--- src/rtl/accum_cpu_pkg.sv ---
package accum_cpu_pkg;

  localparam int DATA_W = 16;
  localparam int ADDR_W = 12;
  localparam int OPC_W  = DATA_W - ADDR_W;
  localparam int PHASES = 4;
  localparam int PH_W   = $clog2(PHASES);

  typedef enum logic [PH_W-1:0] {
    PH_FETCH  = 2'd0,
    PH_DECODE = 2'd1,
    PH_PREP   = 2'd2,
    PH_EXEC   = 2'd3
  } phase_e;

  typedef enum logic [OPC_W-1:0] {
    OP_NOP   = 4'h0,
    OP_LOAD  = 4'h1,
    OP_STORE = 4'h2,
    OP_ADD   = 4'h3,
    OP_SUB   = 4'h4,
    OP_JUMP  = 4'h5,
    OP_JZERO = 4'h6,
    OP_JNEG  = 4'h7,
    OP_SHR   = 4'h8,
    OP_SHL   = 4'h9,
    OP_CLEAR = 4'hA
  } opc_e;

  typedef enum logic [1:0] {
    ALU_PASS = 2'd0,
    ALU_ADD  = 2'd1,
    ALU_SUB  = 2'd2
  } alu_op_e;

  typedef struct packed {
    logic    sel_field;
    logic    ir_ld;
    logic    pc_inc;
    logic    pc_ld;
    alu_op_e alu_op;
    logic    acc_ld;
    logic    acc_shr;
    logic    acc_shl;
    logic    acc_clr;
    logic    mem_wr;
  } ctrl_t;

  function automatic logic [DATA_W-1:0] f_alu(input alu_op_e op,
                                              input logic [DATA_W-1:0] a,
                                              input logic [DATA_W-1:0] b);
    case (op)
      ALU_ADD: f_alu = a + b;
      ALU_SUB: f_alu = a - b;
      default: f_alu = b;
    endcase
  endfunction

  function automatic logic [DATA_W-1:0] f_shift_r(input logic [DATA_W-1:0] a);
    f_shift_r = {1'b0, a[DATA_W-1:1]};
  endfunction

  function automatic logic [DATA_W-1:0] f_shift_l(input logic [DATA_W-1:0] a);
    f_shift_l = {a[DATA_W-2:0], 1'b0};
  endfunction

endpackage

--- src/rtl/accum_phase_gen.sv ---
module accum_phase_gen
  import accum_cpu_pkg::*;
(
  input  logic   clk,
  input  logic   rst,
  output phase_e phase,
  output logic   phase_wrap
);

  logic [PH_W-1:0] cnt_q;

  assign phase_wrap = (cnt_q == PH_W'(PHASES - 1));
  assign phase      = phase_e'(cnt_q);

  always_ff @(posedge clk) begin
    if (rst)             cnt_q <= '0;
    else if (phase_wrap) cnt_q <= '0;
    else                 cnt_q <= cnt_q + 1'b1;
  end

  AST_EXEC_TO_FETCH: assert property (@(posedge clk) disable iff (rst) (phase == PH_EXEC) |=> (phase == PH_FETCH));
  AST_FETCH_TO_DECODE: assert property (@(posedge clk) disable iff (rst) (phase == PH_FETCH) |=> (phase == PH_DECODE));
  AST_DECODE_TO_PREP: assert property (@(posedge clk) disable iff (rst) (phase == PH_DECODE) |=> (phase == PH_PREP));

endmodule

--- src/rtl/accum_ctrl.sv ---
module accum_ctrl
  import accum_cpu_pkg::*;
(
  input  logic             clk,
  input  logic             rst,
  input  phase_e           phase,
  input  logic [OPC_W-1:0] opcode,
  input  logic             acc_zero,
  input  logic             acc_neg,
  output ctrl_t            ctrl_o
);

  opc_e op;
  logic take_jump;

  assign op = opc_e'(opcode);

  always_comb begin
    case (op)
      OP_JUMP:  take_jump = 1'b1;
      OP_JZERO: take_jump = acc_zero;
      OP_JNEG:  take_jump = acc_neg;
      default:  take_jump = 1'b0;
    endcase
  end

  always_comb begin
    ctrl_o = '0;
    ctrl_o.alu_op = ALU_PASS;
    case (phase)
      PH_FETCH: begin
        ctrl_o.sel_field = 1'b0;
        ctrl_o.ir_ld     = 1'b1;
      end
      PH_DECODE: begin
        ctrl_o.sel_field = 1'b1;
        ctrl_o.pc_inc    = 1'b1;
      end
      PH_PREP: begin
        ctrl_o.sel_field = 1'b1;
        ctrl_o.pc_ld     = take_jump;
        if (op == OP_ADD)      ctrl_o.alu_op = ALU_ADD;
        else if (op == OP_SUB) ctrl_o.alu_op = ALU_SUB;
      end
      default: begin
        ctrl_o.sel_field = 1'b1;
        case (op)
          OP_LOAD:  ctrl_o.acc_ld = 1'b1;
          OP_ADD: begin
            ctrl_o.alu_op = ALU_ADD;
            ctrl_o.acc_ld = 1'b1;
          end
          OP_SUB: begin
            ctrl_o.alu_op = ALU_SUB;
            ctrl_o.acc_ld = 1'b1;
          end
          OP_STORE: ctrl_o.mem_wr  = 1'b1;
          OP_SHR:   ctrl_o.acc_shr = 1'b1;
          OP_SHL:   ctrl_o.acc_shl = 1'b1;
          OP_CLEAR: ctrl_o.acc_clr = 1'b1;
          default:  ;
        endcase
      end
    endcase
  end

  AST_WRITE_IN_EXEC: assert property (@(posedge clk) disable iff (rst) ctrl_o.mem_wr |-> (phase == PH_EXEC));
  AST_PC_LOAD_IN_PREP: assert property (@(posedge clk) disable iff (rst) ctrl_o.pc_ld |-> (phase == PH_PREP));
  AST_ACC_STROBES_EXCLUSIVE: assert property (@(posedge clk) disable iff (rst) $onehot0({ctrl_o.acc_ld, ctrl_o.acc_shr, ctrl_o.acc_shl, ctrl_o.acc_clr, ctrl_o.mem_wr}));

endmodule

--- src/rtl/accum_datapath.sv ---
module accum_datapath
  import accum_cpu_pkg::*;
(
  input  logic              clk,
  input  logic              rst,
  input  ctrl_t             ctrl_i,
  input  logic [DATA_W-1:0] mem_rdata,
  output logic [ADDR_W-1:0] mem_addr,
  output logic [DATA_W-1:0] mem_wdata,
  output logic [ADDR_W-1:0] pc,
  output logic [DATA_W-1:0] acc,
  output logic [OPC_W-1:0]  opcode,
  output logic [ADDR_W-1:0] field_addr
);

  logic [ADDR_W-1:0] pc_q;
  logic [DATA_W-1:0] ir_q;
  logic [DATA_W-1:0] acc_q;
  logic [DATA_W-1:0] alu_y;

  assign field_addr = ir_q[ADDR_W-1:0];
  assign opcode     = ir_q[DATA_W-1 -: OPC_W];
  assign mem_addr   = ctrl_i.sel_field ? field_addr : pc_q;
  assign mem_wdata  = acc_q;
  assign alu_y      = f_alu(ctrl_i.alu_op, acc_q, mem_rdata);
  assign pc         = pc_q;
  assign acc        = acc_q;

  always_ff @(posedge clk) begin
    if (rst)               pc_q <= '0;
    else if (ctrl_i.pc_ld)  pc_q <= field_addr;
    else if (ctrl_i.pc_inc) pc_q <= pc_q + 1'b1;
  end

  always_ff @(posedge clk) begin
    if (rst)               ir_q <= '0;
    else if (ctrl_i.ir_ld) ir_q <= mem_rdata;
  end

  always_ff @(posedge clk) begin
    if (rst)                 acc_q <= '0;
    else if (ctrl_i.acc_clr) acc_q <= '0;
    else if (ctrl_i.acc_ld)  acc_q <= alu_y;
    else if (ctrl_i.acc_shr) acc_q <= f_shift_r(acc_q);
    else if (ctrl_i.acc_shl) acc_q <= f_shift_l(acc_q);
  end

  AST_PC_STEP: assert property (@(posedge clk) disable iff (rst) (ctrl_i.pc_inc && !ctrl_i.pc_ld) |=> (pc_q == $past(pc_q) + 1'b1));
  AST_JUMP_TARGET: assert property (@(posedge clk) disable iff (rst) ctrl_i.pc_ld |=> (pc_q == $past(field_addr)));
  AST_IR_HOLD: assert property (@(posedge clk) disable iff (rst) !ctrl_i.ir_ld |=> $stable(ir_q));

endmodule

--- src/rtl/accum_seq_cpu.sv ---
module accum_seq_cpu
  import accum_cpu_pkg::*;
(
  input  logic              clk,
  input  logic              rst,
  output logic [ADDR_W-1:0] mem_addr,
  output logic              mem_we,
  output logic [DATA_W-1:0] mem_wdata,
  input  logic [DATA_W-1:0] mem_rdata,
  output logic [DATA_W-1:0] acc_out,
  output logic [ADDR_W-1:0] pc_out,
  output logic [PH_W-1:0]   phase_out
);

  phase_e            phase;
  logic              phase_wrap;
  ctrl_t             ctrl;
  logic [OPC_W-1:0]  opcode;
  logic [ADDR_W-1:0] field_addr;
  logic              acc_zero;
  logic              acc_neg;

  accum_phase_gen u_phase (
    .clk        (clk),
    .rst        (rst),
    .phase      (phase),
    .phase_wrap (phase_wrap)
  );

  accum_ctrl u_ctrl (
    .clk      (clk),
    .rst      (rst),
    .phase    (phase),
    .opcode   (opcode),
    .acc_zero (acc_zero),
    .acc_neg  (acc_neg),
    .ctrl_o   (ctrl)
  );

  accum_datapath u_dp (
    .clk        (clk),
    .rst        (rst),
    .ctrl_i     (ctrl),
    .mem_rdata  (mem_rdata),
    .mem_addr   (mem_addr),
    .mem_wdata  (mem_wdata),
    .pc         (pc_out),
    .acc        (acc_out),
    .opcode     (opcode),
    .field_addr (field_addr)
  );

  assign acc_zero  = (acc_out == '0);
  assign acc_neg   = acc_out[DATA_W-1];
  assign mem_we    = ctrl.mem_wr;
  assign phase_out = phase;

  AST_RESET_STATE: assert property (@(posedge clk) rst |=> (pc_out == '0 && acc_out == '0 && phase_out == '0 && !mem_we));
  AST_FETCH_ADDR: assert property (@(posedge clk) disable iff (rst) (phase == PH_FETCH) |-> (mem_addr == pc_out));
  AST_DECODE_ADDR: assert property (@(posedge clk) disable iff (rst) (phase == PH_DECODE) |-> (mem_addr == field_addr));
  AST_ACC_QUIET: assert property (@(posedge clk) disable iff (rst) (phase != PH_EXEC) |=> $stable(acc_out));
  AST_WRAP_ONLY_EXEC: assert property (@(posedge clk) disable iff (rst) phase_wrap |-> (phase == PH_EXEC));

endmodule

--- config.mk ---
export PLATFORM = sky130hd
export DESIGN_NAME = accum_seq_cpu
export DESIGN_NICKNAME = d
export VERILOG_FILES = /design/src/rtl/accum_cpu_pkg.sv /design/src/rtl/accum_phase_gen.sv /design/src/rtl/accum_ctrl.sv /design/src/rtl/accum_datapath.sv /design/src/rtl/accum_seq_cpu.sv
export SDC_FILE = /design/constraint.sdc
export NUM_CORES = 1
export LEC_CHECK = 0
export BUFFER_PORTS_ARGS = -buffer_cell sky130_fd_sc_hd__buf_2
export CAP_MARGIN = 25
export CELL_PAD_IN_SITES_DETAIL_PLACEMENT = 0
export CELL_PAD_IN_SITES_GLOBAL_PLACEMENT = 1
export CORE_AREA = 2 2 105 107
export DETAILED_ROUTE_END_ITERATION = 10
export DIE_AREA = 0 0 107 109
export HOLD_SLACK_MARGIN = 0.02
export PLACE_DENSITY_LB_ADDON = 0.1
export SYNTH_ARGS = -nofsm -noshare
export SYNTH_HDL_FRONTEND = slang
export SYNTH_SLANG_ARGS = --single-unit
--- constraint.sdc ---
create_clock -name clk -period 3.2 [get_ports clk]
set_input_delay 0 -clock clk [delete_from_list [all_inputs] [get_ports clk]]
set_output_delay 0 -clock clk [all_outputs]
set_load 0.02 [all_outputs]
=== After elaboration in Yosys (flattened, before gate mapping) ===
Index checks and enable logic that the tools add are counted.

* Flip-flop bits (word level): 46
* Input port bits: 18
* Output and inout port bits: 59

* Add/subtract/negate cells: 4
* Eq/ne operators: 15
* Multiplexer cells: 21
* Reduce and logical (&&, ||, !) cells: 9

{| class="wikitable"
|+ Operators with widths
! kind !! number
|-
| $mux 16 || 3
|-
| $mux 12 || 3
|-
| $pmux 16 s2 || 1
|-
| $add 16x16->16 || 1
|-
| $eq 4x3->1 const B || 4
|-
| $logic_not 16->1 || 1
|-
| $sub 16x16->16 || 1
|-
| $add 12x1->12 const B || 1
|-
| $eq 4x4->1 const B || 3
|-
| $eq 4x2->1 const B || 2
|-
| $mux 1 || 8
|-
| $pmux 2 s2 || 2
|-
| $eq 2x2->1 const B || 3
|-
| $reduce_or 2->1 || 3
|-
| $reduce_or 3->1 || 2
|-
| $mux 5 || 1
|-
| $eq 2x1->1 const B || 2
|-
| $eq 4x1->1 const B || 1
|-
| $mux 2 || 2
|-
| $pmux 1 s3 || 1
|-
| $reduce_bool 3->1 || 1
|-
| $add 2x1->2 const B || 1
|-
| $logic_not 2->1 || 1
|-
| $reduce_bool 2->1 || 1
|}

=== Longest topological paths before layout ===
* Depth in word-level cells: 7
* Depth in mapped cells: 17

=== Hierarchy ===
Synthesis repeated with hierarchy kept, for this count alone.

* Cell total of the unflattened synthesis: 477
* Area, all modules: 3743.6 um^2

{| class="wikitable"
|+ Modules (own cells, without submodules)
! module !! instances !! cells each !! area each (um^2)
|-
| accum_datapath || 1 || 444 || 3472.1
|-
| accum_ctrl || 1 || 23 || 162.7
|-
| accum_phase_gen || 1 || 5 || 75.1
|-
| accum_seq_cpu || 1 || 5 || 33.8
|}

=== Least setup slack after synthesis ===
No wires, ideal clock.

* Kind: register to register
* Start: reg u_phase.cnt_q[0], in the netlist u_phase.phase[0]
* End: reg u_dp.acc_q[15], in the netlist u_dp.acc[15]
* Arrival time: 3.511 ns
* Data required time: 3.126 ns
* Path slack: -0.385 ns
* Cell stages (with the launch flop): 17
* Buffers on the path: 1
* Period minus slack after synthesis: 3.585 ns
* Cells stage by stage: dfxtp_1 > ha_1 > nor2_1 > nor2_1 > and3_1 > ha_1 > clkbuf_1 > nor2_1 > xnor2_1 > ha_1 > o21a_1 > o31a_1 > o31a_1 > nand4_2 > a21oi_1 > or4_1 > a31oi_1

* Longest elaborated chain between the ends: 6
* Elaborated cells on any way between the ends: 14
* Those cells by class: eq/ne: 4; mux: 5; reduce/logical: 5

{| class="wikitable"
|+ RTL lines
! what !! line !! RTL
|-
| start: declaration || accum_phase_gen.sv:10 || <nowiki>logic [PH_W-1:0] cnt_q;</nowiki>
|-
| start signal: assignment || accum_phase_gen.sv:18 || <nowiki>else cnt_q <= cnt_q + 1'b1;</nowiki>
|-
| $eq 2x1->1 or $logic_not 2->1 (tied branches) || accum_ctrl.sv:30 || <nowiki>case (phase)</nowiki>
|-
| $reduce_or 2->1 (no source line) || - ||
|-
| $pmux 2 s2 || accum_ctrl.sv:30 ||
|-
| $eq 2x2->1 or $eq 2x1->1 (tied branches) || accum_cpu_pkg.sv:52 || <nowiki>case (op)</nowiki>
|-
| $pmux 16 s2 || accum_cpu_pkg.sv:52 ||
|-
| $mux 16 || accum_datapath.sv:43 || <nowiki>else if (ctrl_i.acc_ld) acc_q <= alu_y;</nowiki>
|-
| end signal: assignment || accum_datapath.sv:43 ||
|-
| end signal: assignment || accum_datapath.sv:44 || <nowiki>else if (ctrl_i.acc_shr) acc_q <= f_shift_r(acc_q);</nowiki>
|-
| end signal: assignment || accum_datapath.sv:45 || <nowiki>else if (ctrl_i.acc_shl) acc_q <= f_shift_l(acc_q);</nowiki>
|-
| end: declaration || accum_datapath.sv:18 || <nowiki>logic [DATA_W-1:0] acc_q;</nowiki>
|}

Parallel ways exist; a longest one is shown, timed or not.
A chain may end at the register's enable or synchronous reset.

=== Worst setup path after layout ===
Ends and elaborated chain as after synthesis.

==> results.cfg <==
[synth]
syn_inst = 491
yosys-top-cells-area = dfxtp_1 25%, ha_1 7.4%, xnor2_1 6.6%
synth.distinct_cells = 54
synth-edff-count = 0
async_flop_share = 0
netlist_area_mm2 = 0.00372
yosys_warnings = 0
synth_area_leader_cell = dfxtp_1
synth_top_area_frac = 0.247
ys_seq_area_frac = 0.247
ys_ff_latch = 46
synth_top_flop_cell = dfxtp_1
synth.avg_cell_area_um2 = 7.59
synth_nets = 532

[sta]
worst_pin_slew_ns = 0.855
clock.fmax_mhz = 308
setup-violations-final = 1
slew-limit-headroom = 0.430
skew_ns = 0.0102
fin_setup_tns_ns = -0.0462
slew_violations = 0
finalHoldViolCount = 0
rsz0062_at_grt = yes
min_period_over_period = 1.01
fin_ws_ns = -0.0462
period_needed_ns = 3.25

[route]
drtAntennaViolNets = 0
viasPerCell = 5.18
vias = 3736
dr.pass1.iters = 5
drc_errors = 0
wl_per_cell_um = 16.2
routed_wirelength_um = 11700
drt_iter0_markers = 151

[power_and_ir_drop]
p_sw_uw = 589
swShare = 0.370
pwr-share-comb = 0.344
internal_power_uw = 1000
peakVddDrop_mv = 0.188
power.share.clock = 0.249
p_leak_uw = 0.00219
powerDensity_mw_per_mm2 = 333
p_seq_frac = 0.406

[clocking]
cts_buffers = 5
cts_max_path_buffers = 2
path_clk_slew_ns = 0.10
worstSkewPairLatency_ns = 0.32
cts_tree = built
cts-root-buf = clkbuf_8
htreeDepth = 2
cts.sinks = 46

[setup_path]
criticalPathCategory = reg2reg
crit_buf_inv = 2
crit_path_start_kind = flip-flop
worst_path_max_delay_cell = or4_1
crit_top_cell = ha_4
crit_chain = inv_4, ha_4, nor2_4, nor2_4, and3_4, ha_4, mux2_4, inv_2, ha_4, nor2b_4, o31a_1, o31a_1, nand4_2, a21oi_2, or4_1, a31oi_1
cp.arrival_ns = 3.49
end_kind = flip-flop
critPathMaxFanout = 3
max_stage_delay_ns = 0.48
cp_top_family = simple AND/OR/NAND/NOR gates
worstPathRequired_ns = 3.45

[final_layout]
fin_nets = 621
antenna_cells = 0
fin_cells = 721
nFillCells = 1094
synthToLayoutAreaGrowth_pct = 28.3
drive_above_1_share = 0.296
finalInstanceArea_mm2 = 0.00478

[grt]
grt_antenna_before_repair = 0
grt_pass1_wl_um = 18600
grt_pass1_vias = 3497
grt_max_degree = 32
grtUsageTotal = 0.203
grt_overflow = 0

[floorplanning]
dieArea_mm2 = 0.0117
rows = 38
start_util = 0.351
die-width_um = 107
die_y_um = 109
core_area_mm2 = 0.0106
ios = 77

[outcome]
violations = negative setup slack
status = finished with violations

[place]
gp_congestion = 0.848
io_buffers = 76
place_inst = 695
dpl_cell_area_mm2 = 0.00432
place_hpwl_um = 8280
preCtsSetupSlack_ns = -0.121

[job]
max_cap_violations = 0

[hold_path]
hp-class = in2reg
metrics by stage:
step,total power (uW),util,hold WS (ns)
CTS,1580,0.437,0.0211
global placement,1150,0.407,0.298
finish,1590,0.451,0.0316
global route,1680,0.451,0.0267
floorplan,986,-,0.140
detailed placement,1150,0.407,0.308
timing repair:
item                       CTS  global route
buffers inserted             7             2
setup endpoints to repair    6            11
hold endpoints to repair    10             0
hold buffers                10             0
pin swaps                    5            22
resized for setup           16            33
per-layer routing:
metal | global-route usage | vias to the layer above | wire length (um)
met3 | 0.0257 | 10 | 528
li1 | - | 1881 | -
met1 | 0.281 | 1754 | 5650
met5 | 0 | - | 0
met4 | 0.0584 | 0 | 129
met2 | 0.332 | 91 | 5390
logic make-up (layout without fill, tap and decap cells):
kind of cell | after synthesis | after routing | synth area share
AO/OA/AOI/OAI | 122 | 122 | 0.207
XOR/XNOR | 37 | 37 | 0.0870
adder cells (fa/ha/maj) | 23 | 23 | 0.0793
buffers and inverters | 60 | 150 | 0.0816
flip-flops | 46 | 46 | 0.247
multiplexers | 21 | 21 | 0.0574
AND/OR/NAND/NOR | 182 | 182 | 0.240
path summary, 6_finish.rpt:
check	startpoint	to	slack, ns	cells past startpoint
min reg2reg	u_dp.ir_q[7]	u_dp.ir_q[7]	0.51	2
max	u_phase.phase[0]	u_dp.acc[15]	-0.05	16
max reg2reg	u_phase.phase[0]	u_dp.acc[15]	-0.05	16
min	mem_rdata[7]	u_dp.ir_q[7]	0.03	3
power by group through the flow:
stage	registers [uW]	logic, uW	clock network (uW)
CTS	646	523	408
finish	647	549	397
global placement	656	494	0
global route	653	600	429
detailed placement	657	493	0
floorplan	669	317	0
flip-flops by register name, summed over array words and instances (netlist names):
register	cells
u_dp.pc	12
u_dp.acc	16
u_phase.phase	2
u_dp.ir_q	16
worst register-to-register path: cells and delay by family (launching register included):
kind / cells / cell delay [ns]
buf+inv: 2 / 0.11
flops: 1 / 0.39
compound gates: 4 / 0.83
simple gates: 6 / 1.04
mux: 1 / 0.31
fa+ha+maj: 3 / 0.51
cell type report:
class | instances | area, um2 | share of cell area
multi-input cells | 385 | 2740 | 0.573
well taps | 140 | 175 | 0.0367
inverters | 16 | 62.6 | 0.0131
clock inverters | 3 | 21.3 | 0.00445
repair buffers | 126 | 788 | 0.165
clock buffers | 5 | 68.8 | 0.0144
flip-flops and latches | 46 | 926 | 0.194
synthesized netlist by cell type, types with 3 or more instances:
cell,instances
o21a_1,3
nor3_1,11
clkbuf_1,19
nand3_1,5
o21ai_0,14
nand2_1,57
a21oi_1,46
a211oi_1,25
nor4_1,5
xor2_1,9
mux2i_1,18
buf_4,18
ha_1,22
buf_2,3
buf_1,3
nor2_1,56
nor2b_1,7
a31oi_1,8
xnor2_1,28
o211ai_1,3
a21o_1,5
inv_1,16
dfxtp_1,46
nand2b_1,18
nand4_1,7
o22ai_1,3
layout by cell type, fill, tap and decap left out, types with 4 or more instances in the layout:
cell,netlist,layout
nand3_1,5,4
o21ai_1,2,7
mux2i_1,18,18
buf_4,18,39
dlygate4sd3_1,0,10
xor2_1,9,9
nor3_1,11,11
a21o_1,5,5
a21oi_2,0,8
ha_1,22,18
nand2b_1,18,17
a31oi_1,8,7
a211oi_1,25,22
nor2b_1,7,4
clkbuf_8,0,5
o21ai_0,14,8
ha_4,0,4
inv_1,16,14
xnor2_1,28,27
buf_2,3,76
dfxtp_1,46,44
nor4_1,5,5
nor2_1,56,51
a21oi_1,46,36
nand2_1,57,57
nand4_1,7,7
Note: power is estimated with default switching activity, not from simulation.
